--- src/rtl/sram_ctrl_pkg.sv ---
package sram_ctrl_pkg;

  typedef enum logic [2:0] {
    ST_IDLE,
    ST_WSETUP,
    ST_WPULSE,
    ST_WHOLD,
    ST_RWAIT,
    ST_RCAPT
  } ctrl_state_t;

  // whole clock cycles covering a nanosecond limit, never below one
  function automatic int ns_to_cyc(input int ns, input int clk_ns);
    int c;
    c = (ns + clk_ns - 1) / clk_ns;
    return (c < 1) ? 1 : c;
  endfunction

  function automatic int imax(input int a, input int b);
    return (a > b) ? a : b;
  endfunction

endpackage

--- src/rtl/sram_phase_timer.sv ---
module sram_phase_timer #(
  parameter int CNT_W = 3
) (
  input  logic             clk,
  input  logic             rst_n,
  input  logic             load,
  input  logic [CNT_W-1:0] load_val,
  output logic             expired
);

  logic [CNT_W-1:0] cnt_q;

  always_ff @(posedge clk or negedge rst_n) begin
    if (!rst_n) begin
      cnt_q <= '0;
    end else if (load) begin
      cnt_q <= load_val;
    end else if (cnt_q != '0) begin
      cnt_q <= cnt_q - 1'b1;
    end
  end

  assign expired = (cnt_q == '0);

endmodule

--- src/rtl/sram_ctrl_fsm.sv ---
module sram_ctrl_fsm
  import sram_ctrl_pkg::*;
#(
  parameter int CNT_W    = 3,
  parameter int WR_PULSE = 4,
  parameter int RD_WAIT  = 6
) (
  input  logic             clk,
  input  logic             rst_n,
  input  logic             req_valid,
  input  logic             req_write,
  input  logic             expired,
  output ctrl_state_t      state,
  output logic             accept,
  output logic             capture,
  output logic             tmr_load,
  output logic [CNT_W-1:0] tmr_val
);

  localparam logic [CNT_W-1:0] WR_LD = CNT_W'(WR_PULSE - 1);
  localparam logic [CNT_W-1:0] RD_LD = CNT_W'(RD_WAIT - 1);

  ctrl_state_t state_q, state_d;

  always_comb begin
    state_d  = state_q;
    accept   = 1'b0;
    capture  = 1'b0;
    tmr_load = 1'b0;
    tmr_val  = '0;
    unique case (state_q)
      ST_IDLE: begin
        if (req_valid) begin
          accept = 1'b1;
          if (req_write) begin
            state_d = ST_WSETUP;
          end else begin
            state_d  = ST_RWAIT;
            tmr_load = 1'b1;
            tmr_val  = RD_LD;
          end
        end
      end
      ST_WSETUP: begin
        state_d  = ST_WPULSE;
        tmr_load = 1'b1;
        tmr_val  = WR_LD;
      end
      ST_WPULSE: if (expired) state_d = ST_WHOLD;
      ST_WHOLD:  state_d = ST_IDLE;
      ST_RWAIT: begin
        if (expired) begin
          state_d = ST_RCAPT;
          capture = 1'b1;
        end
      end
      ST_RCAPT:  state_d = ST_IDLE;
      default:   state_d = ST_IDLE;
    endcase
  end

  always_ff @(posedge clk or negedge rst_n) begin
    if (!rst_n) state_q <= ST_IDLE;
    else        state_q <= state_d;
  end

  assign state = state_q;

endmodule

--- src/rtl/sram_lane_path.sv ---
module sram_lane_path #(
  parameter int ADDR_W = 16,
  parameter int DATA_W = 16,
  parameter int LANE_W = 8,
  localparam int LANES = DATA_W / LANE_W
) (
  input  logic              clk,
  input  logic              rst_n,
  input  logic              accept,
  input  logic              capture,
  input  logic [ADDR_W-1:0] req_addr,
  input  logic [DATA_W-1:0] req_wdata,
  input  logic [LANES-1:0]  req_be,
  input  logic [DATA_W-1:0] mem_din,
  output logic [ADDR_W-1:0] addr_q,
  output logic [DATA_W-1:0] wdata_q,
  output logic [LANES-1:0]  be_q,
  output logic [DATA_W-1:0] rdata_q
);

  always_ff @(posedge clk or negedge rst_n) begin
    if (!rst_n)      addr_q <= '0;
    else if (accept) addr_q <= req_addr;
  end

  for (genvar g = 0; g < LANES; g++) begin : g_lane
    always_ff @(posedge clk or negedge rst_n) begin
      if (!rst_n) begin
        wdata_q[g*LANE_W +: LANE_W] <= '0;
        be_q[g]                     <= 1'b0;
      end else if (accept) begin
        wdata_q[g*LANE_W +: LANE_W] <= req_wdata[g*LANE_W +: LANE_W];
        be_q[g]                     <= req_be[g];
      end
    end

    always_ff @(posedge clk or negedge rst_n) begin
      if (!rst_n) begin
        rdata_q[g*LANE_W +: LANE_W] <= '0;
      end else if (capture) begin
        rdata_q[g*LANE_W +: LANE_W] <= be_q[g] ? mem_din[g*LANE_W +: LANE_W]
                                               : {LANE_W{1'b0}};
      end
    end
  end

endmodule

--- src/rtl/sram_ctrl.sv ---
module sram_ctrl
  import sram_ctrl_pkg::*;
#(
  parameter int ADDR_W    = 16,
  parameter int DATA_W    = 16,
  parameter int LANE_W    = 8,
  parameter int CLK_NS    = 10,
  parameter int T_WC_NS   = 55,
  parameter int T_PWE_NS  = 40,
  parameter int T_SD_NS   = 25,
  parameter int T_AW_NS   = 40,
  parameter int T_RC_NS   = 55,
  parameter int T_AA_NS   = 55,
  parameter int T_DOE_NS  = 25
) (
  input  logic                       clk,
  input  logic                       rst_n,
  input  logic                       req_valid,
  output logic                       req_ready,
  input  logic                       req_write,
  input  logic [ADDR_W-1:0]          req_addr,
  input  logic [DATA_W-1:0]          req_wdata,
  input  logic [DATA_W/LANE_W-1:0]   req_be,
  output logic                       rsp_valid,
  output logic [DATA_W-1:0]          rsp_rdata,
  output logic [ADDR_W-1:0]          mem_addr,
  output logic                       mem_ce_n,
  output logic                       mem_we_n,
  output logic                       mem_oe_n,
  output logic [DATA_W/LANE_W-1:0]   mem_be_n,
  output logic [DATA_W-1:0]          mem_dout,
  input  logic [DATA_W-1:0]          mem_din,
  output logic                       mem_drive
);

  localparam int LANES    = DATA_W / LANE_W;
  localparam int WR_PULSE = imax(imax(ns_to_cyc(T_PWE_NS, CLK_NS), ns_to_cyc(T_SD_NS, CLK_NS)),
                                 imax(ns_to_cyc(T_AW_NS, CLK_NS), ns_to_cyc(T_WC_NS, CLK_NS) - 2));
  localparam int RD_WAIT  = imax(imax(ns_to_cyc(T_RC_NS, CLK_NS), ns_to_cyc(T_AA_NS, CLK_NS)),
                                 ns_to_cyc(T_DOE_NS, CLK_NS));
  localparam int CNT_W    = $clog2(imax(WR_PULSE, RD_WAIT) + 1);

  ctrl_state_t       state;
  logic              accept, capture, tmr_load, expired;
  logic [CNT_W-1:0]  tmr_val;
  logic [LANES-1:0]  be_q;
  logic              in_write, in_access;

  sram_ctrl_fsm #(
    .CNT_W   (CNT_W),
    .WR_PULSE(WR_PULSE),
    .RD_WAIT (RD_WAIT)
  ) i_fsm (
    .clk      (clk),
    .rst_n    (rst_n),
    .req_valid(req_valid),
    .req_write(req_write),
    .expired  (expired),
    .state    (state),
    .accept   (accept),
    .capture  (capture),
    .tmr_load (tmr_load),
    .tmr_val  (tmr_val)
  );

  sram_phase_timer #(
    .CNT_W(CNT_W)
  ) i_timer (
    .clk     (clk),
    .rst_n   (rst_n),
    .load    (tmr_load),
    .load_val(tmr_val),
    .expired (expired)
  );

  sram_lane_path #(
    .ADDR_W(ADDR_W),
    .DATA_W(DATA_W),
    .LANE_W(LANE_W)
  ) i_lanes (
    .clk      (clk),
    .rst_n    (rst_n),
    .accept   (accept),
    .capture  (capture),
    .req_addr (req_addr),
    .req_wdata(req_wdata),
    .req_be   (req_be),
    .mem_din  (mem_din),
    .addr_q   (mem_addr),
    .wdata_q  (mem_dout),
    .be_q     (be_q),
    .rdata_q  (rsp_rdata)
  );

  assign in_write  = (state == ST_WSETUP) || (state == ST_WPULSE) || (state == ST_WHOLD);
  assign in_access = in_write || (state == ST_RWAIT);

  assign req_ready = (state == ST_IDLE);
  assign rsp_valid = (state == ST_WHOLD) || (state == ST_RCAPT);
  assign mem_ce_n  = !in_access;
  assign mem_we_n  = (state != ST_WPULSE);
  assign mem_oe_n  = (state != ST_RWAIT);
  assign mem_drive = in_write;
  assign mem_be_n  = ~(be_q & {LANES{in_access}});

endmodule

--- config.mk ---
export PLATFORM = sky130hd
export DESIGN_NAME = sram_ctrl
export DESIGN_NICKNAME = d
export VERILOG_FILES = /design/src/rtl/sram_ctrl_pkg.sv /design/src/rtl/sram_phase_timer.sv /design/src/rtl/sram_ctrl_fsm.sv /design/src/rtl/sram_lane_path.sv /design/src/rtl/sram_ctrl.sv
export SDC_FILE = /design/constraint.sdc
export NUM_CORES = 1
export LEC_CHECK = 0
export ABC_AREA = 1
export ABC_CLOCK_PERIOD_IN_PS = 4080
export BUFFER_PORTS_ARGS = -buffer_cell sky130_fd_sc_hd__buf_4
export CORE_MARGIN = 2
export CORE_UTILIZATION = 50
export CTS_CLUSTER_DIAMETER = 60
export DETAILED_ROUTE_END_ITERATION = 8
export HOLD_SLACK_MARGIN = 0.06
export PLACE_DENSITY = 0.91
export SLEW_MARGIN = 15
export SYNTH_ARGS = -nofsm -noshare
export SYNTH_HDL_FRONTEND = slang
export SYNTH_SLANG_ARGS = --single-unit
--- constraint.sdc ---
create_clock -name clk -period 4.08 [get_ports clk]
set_input_delay 0.204 -clock clk [delete_from_list [all_inputs] [get_ports clk]]
set_output_delay 0.204 -clock clk [all_outputs]
set_load 0.05 [all_outputs]
==> results of run 1 <==
placed cells by master (no fill, tap or decap):
cell and count:
o21ai_0 10, o211ai_1 1, inv_2 1, nand2_1 98, a21oi_1 2, nor2_8 1
dlygate4sd3_1 1, nand2_2 1, clkbuf_8 6, nor2_4 3, o21ai_1 6, dfrtp_1 56
ha_1 2, inv_6 1, inv_1 12, nor2_1 8, buf_4 109, or2_2 1
nand4_1 2, xnor2_1 1, clkinv_2 1, nand3_1 55, nand2_4 1
metal layers:
layer  track usage (%)  up-vias
li1                  -     1091
met1             28.67     1055
met2             37.30       97
met3             3.930        5
met4             4.848        0
met5                 0        -
final cells by class:
type / instances / area [sq um]
sequential: 56 / 1401
fill: 393 / 1370
multi-input combinational: 192 / 894.6
timing repair buffer: 110 / 828.3
tap: 67 / 83.83
clock buffer: 6 / 82.58
inverter: 13 / 48.80
clock inverter: 2 / 13.76
flip-flops by register name (all words and copies together), names as in the netlist:
name	count
i_lanes.addr_q	16
i_lanes.rdata_q	16
i_lanes.wdata_q	16
i_fsm.state	3
i_timer.cnt_q	3
i_lanes.be_q	2
cell families after synthesis:
logic type	after synthesis	synth area share, %
simple gates	170	31.20
flops	56	57.29
buf+inv	30	6.138
compound gates	19	3.990
fa+ha+maj	2	1.023
xor+xnor	1	0.3581
worst reg2reg max path, stage by stage, from the launching register on:
cell	delay, ps
dfrtp_1	410
inv_1	110
ha_1	160
inv_1	60
nor2_4	130
inv_1	260
nor2_4	370
nand3_1	130
nand2_1	90
synth_stat cells (all sizes together):
library cell,instances
o211ai,1
inv,13
xnor2,1
o21ai,16
clkbuf,6
a21oi,2
nand2,100
nand3,55
ha,2
nor2,12
buf,11
dfrtp,56
or2,1
nand4,2
worst paths after layout:
kind                       cells past startpoint                   to  slack [ps]
setup / recovery                               6          mem_be_n[1]        2140
hold / removal                                 2       i_fsm.state[2]          80
setup reg to reg                               8   i_lanes.rdata_q[0]        2310
hold reg to reg                                2   i_lanes.addr_q[10]         480
max in group asynchronous                      2       i_fsm.state[0]        3150
min in group asynchronous                      2  i_lanes.rdata_q[11]         480
stage by stage:
step | setup slack [ps] | instances
after floorplan | 1735 | 278
after global placement | 2444 | 437
after detailed placement | 2357 | 437
after CTS | 2112 | 446
after global routing | 2020 | 446
final | 2141 | 446
==> flow_summary.ini, run 1 <==
[yosys]
yosysUniqueCellTypes = 23
syn_nets = 334
syn_avg_cell_area_sq_um = 8.799
yosysTopAreaCell = dfrtp_1
synthTopCellsByArea = dfrtp_1 57%, nand2_1 15%, nand3_1 11%, o21ai_0 2.0%, inv_1 1.8%
synth_cells = 278
synth_top_area_share_pct = 57.29
ys_ff_latch = 56
netlist_area_sq_mm = 0.002446
ys_warn_count = 0
yosysSeqAreaShare_pct = 57.29

[worst_setup_path]
path_cells = nand2_2 -> inv_1 -> nor2_1 -> inv_1 -> nand2_1 -> buf_4
cp_num_buf_inv = 3
cp_slowest_stage_delay_ps = 520
critPathTopFamily = simple AND/OR/NAND/NOR gates
end_kind = output port
required_ps = 3880
critPathLaunch = i_fsm.state[2]
start_kind = flip-flop
cpMostUsedCell = inv_1
critical_path_class = flip-flop to output port
cp_max_fo = 20
worstPathArrival_ps = 1730
worst_path_max_delay_cell = dfrtp_1
r2r-start = i_timer.cnt_q[0]

[global_routing]
grt_pass1_vias = 2077
antenna_found_initial = 0
grt.overflow.total = 0
track_usage_pct = 21.62
grt_pass1_wl_um = 9335
grt_max_degree = 57

[timing]
hold_slack_ps = 81.95
tightest_slew_ps = 687.5
rsz0062_at_grt = false
tns_ps = 0
finalHoldViolations = 0
finClkSkew_ps = 4.578
slew_headroom_pct = 54.17
min_period_over_period_pct = 47.52
final.min_clock_period_ps = 1939
finalMaxSlewViolations = 0
setup_viol = 0
clock.fmax_mhz = 515.8

[clock_network]
cts_hold_buf = 1
post_cts_buffers = 0
clockBufferDepth = 2
cts.repair.resized = 0
clk_pin_slew_ps = 100
numCtsBuffers = 5
cts_root_buffer = clkbuf_8
cts.htree.levels = 2
cts_tree = built
clock_latency_ps = 310
clock-sinks = 56

[detailed_routing]
routed_via_density = 5.040
vias = 2248
dr.first_iter.drc_count = 119
detail-route-antenna-nets = 0
dr_wl_met2_um = 2975
drcViolationCount = 0
route.top_layer_used = met4
drt-wirelength-per-cell_um = 13.24
wirelength_um = 5905
first_pass_iters = 4
wl_met1_um = 2446
route.met3.wl_um = 453

[worst_hold_path]
min_path_type = input port to flip-flop
hp-start = req_write

[placed_design]
post_dp_cell_area_sq_mm = 0.003247
place.gp.congestion = 0.8225
place.port_buffers = 109
dpl.hpwl_um = 4159

[layout]
final_util_pct = 70.99
nNetsFinal = 434
final_cell_area_sq_mm = 0.003353
drive_gt1_share_pct = 32.98
n_antenna_cell = 0
areaGrowthSynthToFinish_pct = 37.08

[floorplanning]
ios = 110
num_rows = 25
start_util_pct = 51.79
core_area_sq_mm = 0.004723
dieArea_sq_mm = 0.005468
die_x_um = 73.95
die_h_um = 73.95

[status]
status = complete, no violations

[flow_run]
max_cap_viol_count = 0
Power of run 1 is not shown: default switching activity piles up to over one toggle a cycle in this logic, so the estimate is an artifact.
==> inputs of run 2 (changes only) <==
- ABC_CLOCK_PERIOD_IN_PS: 4080 -> 1650
- CORE_UTILIZATION: 50 -> 42
- PLACE_DENSITY: 0.91 -> 0.82
- clock period: 4.08 -> 1.65 ns (I/O delays scaled with it)
==> flow_summary.ini, run 2 (synthesized netlist as in run 1, its figures left out) <==
[status]
status = complete, no violations

[layout]
final_cells = 511
layout_commonest_cell = buf_4
final_cell_area_sq_mm = 0.003973
final_util_pct = 71.27
drive_gt1_share_pct = 31.44
areaGrowthSynthToFinish_pct = 62.40
mostFrequentLayoutCells = 114 x buf_4, 98 x nand2_1, 55 x nand3_1, 55 x dfrtp_1, 52 x dlygate4sd3_1
n_antenna_cell = 0
nNetsFinal = 494
reg_top3 = i_lanes.addr_q (16), i_lanes.rdata_q (16), i_lanes.wdata_q (16)

[placed_design]
place.port_buffers = 109
dp.cells = 446
dpl.hpwl_um = 4232
place.gp.congestion = 0.8146
post_dp_cell_area_sq_mm = 0.003298

[detailed_routing]
routed_via_density = 4.826
drcViolationCount = 0
first_pass_iters = 4
vias = 2466
drt-wirelength-per-cell_um = 13.50
wirelength_um = 6900
dr.first_iter.drc_count = 115
detail-route-antenna-nets = 0

[worst_setup_path]
path_cells = nor2_4 -> buf_4 -> nor2_4 -> nor2_4 -> inv_1 -> nand2_1 -> buf_6
critical_path_class = flip-flop to output port
worst_path_max_delay_cell = dfrtp_1
worstPathArrival_ps = 1510
start_kind = flip-flop
r2r_slack_ps = 90
required_ps = 1570
critPathTopFamily = flip-flops
cp.depth = 7
cp_max_fo = 3
cp_num_buf_inv = 3
cp_slowest_stage_delay_ps = 430
cpMostUsedCell = nor2_4
worstRegToRegCells = 8
end_kind = output port

[worst_hold_path]
min_path_cells = 3
min_path_type = input port to flip-flop

[timing]
tns_ps = 0
slew_headroom_pct = 53.31
finalMaxSlewViolations = 0
rsz0062_at_grt = true
setup_viol = 0
clock.fmax_mhz = 626.2
finClkSkew_ps = 6.052
tightest_slew_ps = 700.4
final.min_clock_period_ps = 1597
finalHoldViolations = 0
min_period_over_period_pct = 96.79

[floorplanning]
num_rows = 27
core_area_sq_mm = 0.005574
start_util_pct = 43.88
ios = 110
dieArea_sq_mm = 0.006451
die_h_um = 80.32
die_x_um = 80.32

[power_and_ir_drop]
p_leak_nw = 2.061
ir_worst_vdd_mv = 1.440
power_density_mw_per_mm2 = 2208

[clock_network]
cts.htree.levels = 2
cts_tree = built
clockBufferDepth = 2
clock-sinks = 56
cts_root_buffer = clkbuf_8
clock_latency_ps = 310
numCtsBuffers = 5
clk_pin_slew_ps = 100

[global_routing]
grt_max_degree = 57
track_usage_pct = 21.73
grt_pass1_wl_um = 10920
grt.overflow.total = 0
antenna_found_initial = 0
grt_pass1_vias = 2385

[flow_run]
max_cap_viol_count = 0
run 2: worst paths after layout:
kind	end	from
max reg2reg	i_lanes.rdata_q[9]	i_timer.cnt_q[0]
max in group asynchronous	i_fsm.state[2]	rst_n
min in group asynchronous	i_lanes.rdata_q[10]	rst_n
min reg2reg	i_lanes.wdata_q[13]	i_lanes.wdata_q[13]
max	mem_be_n[0]	i_fsm.state[1]
min	i_lanes.addr_q[10]	req_valid
run 2: power breakdown:
| part | internal, mW | switching, mW | leakage, nW |
|---|---|---|---|
| Clock | 0.305 | 0.454 | 0.0485 |
| Combinational | 1.68 | 3.82 | 1.34 |
| Sequential | 2.04 | 0.476 | 0.673 |
run 2: tightest hold or removal path, cell delays in order:
cell	delay (ps)
buf_4	230
nand3_1	130
nand2_1	50
run 2: per-layer routing:
metal	vias to the layer above	part of all wire [%]	track usage [%]
met4	0	0.58	5.763
met1	1153	42	25.99
met3	4	5.3	4.831
met5	-	0	0
met2	96	52	39.25
li1	1213	-	-
run 2: per-stage QoR:
stage,hold WS (ps),power [mW],setup WS (ps)
final,214.8,8.770,52.95
after global routing,214.5,9.301,-43.51
after CTS,202.2,8.726,35.93
after detailed placement,169.6,7.803,139.6
after global placement,166.0,7.684,195.5
after floorplan,-213.1,6.253,29.73
run 2: area by class of cell:
class	count	area, sq um
Inverter	13	48.80
Tap cell	72	90.09
Multi-Input combinational cell	192	909.6
Fill cell	405	1602
Clock inverter	3	22.52
Sequential cell	56	1403
Timing Repair Buffer	170	1430
Clock buffer	5	68.82
run 2: repair_timing:
item | 4_1_cts | 5_1_grt
hold buffers | 52 | 0
setup buffers | 3 | 2
setup endpoints to repair | 2 | 9
endpoints found under the hold margin | 107 | 0
gates resized for setup | 1 | 5
pin swaps | 1 | 1
Note: power is estimated with default switching activity, not from simulation.
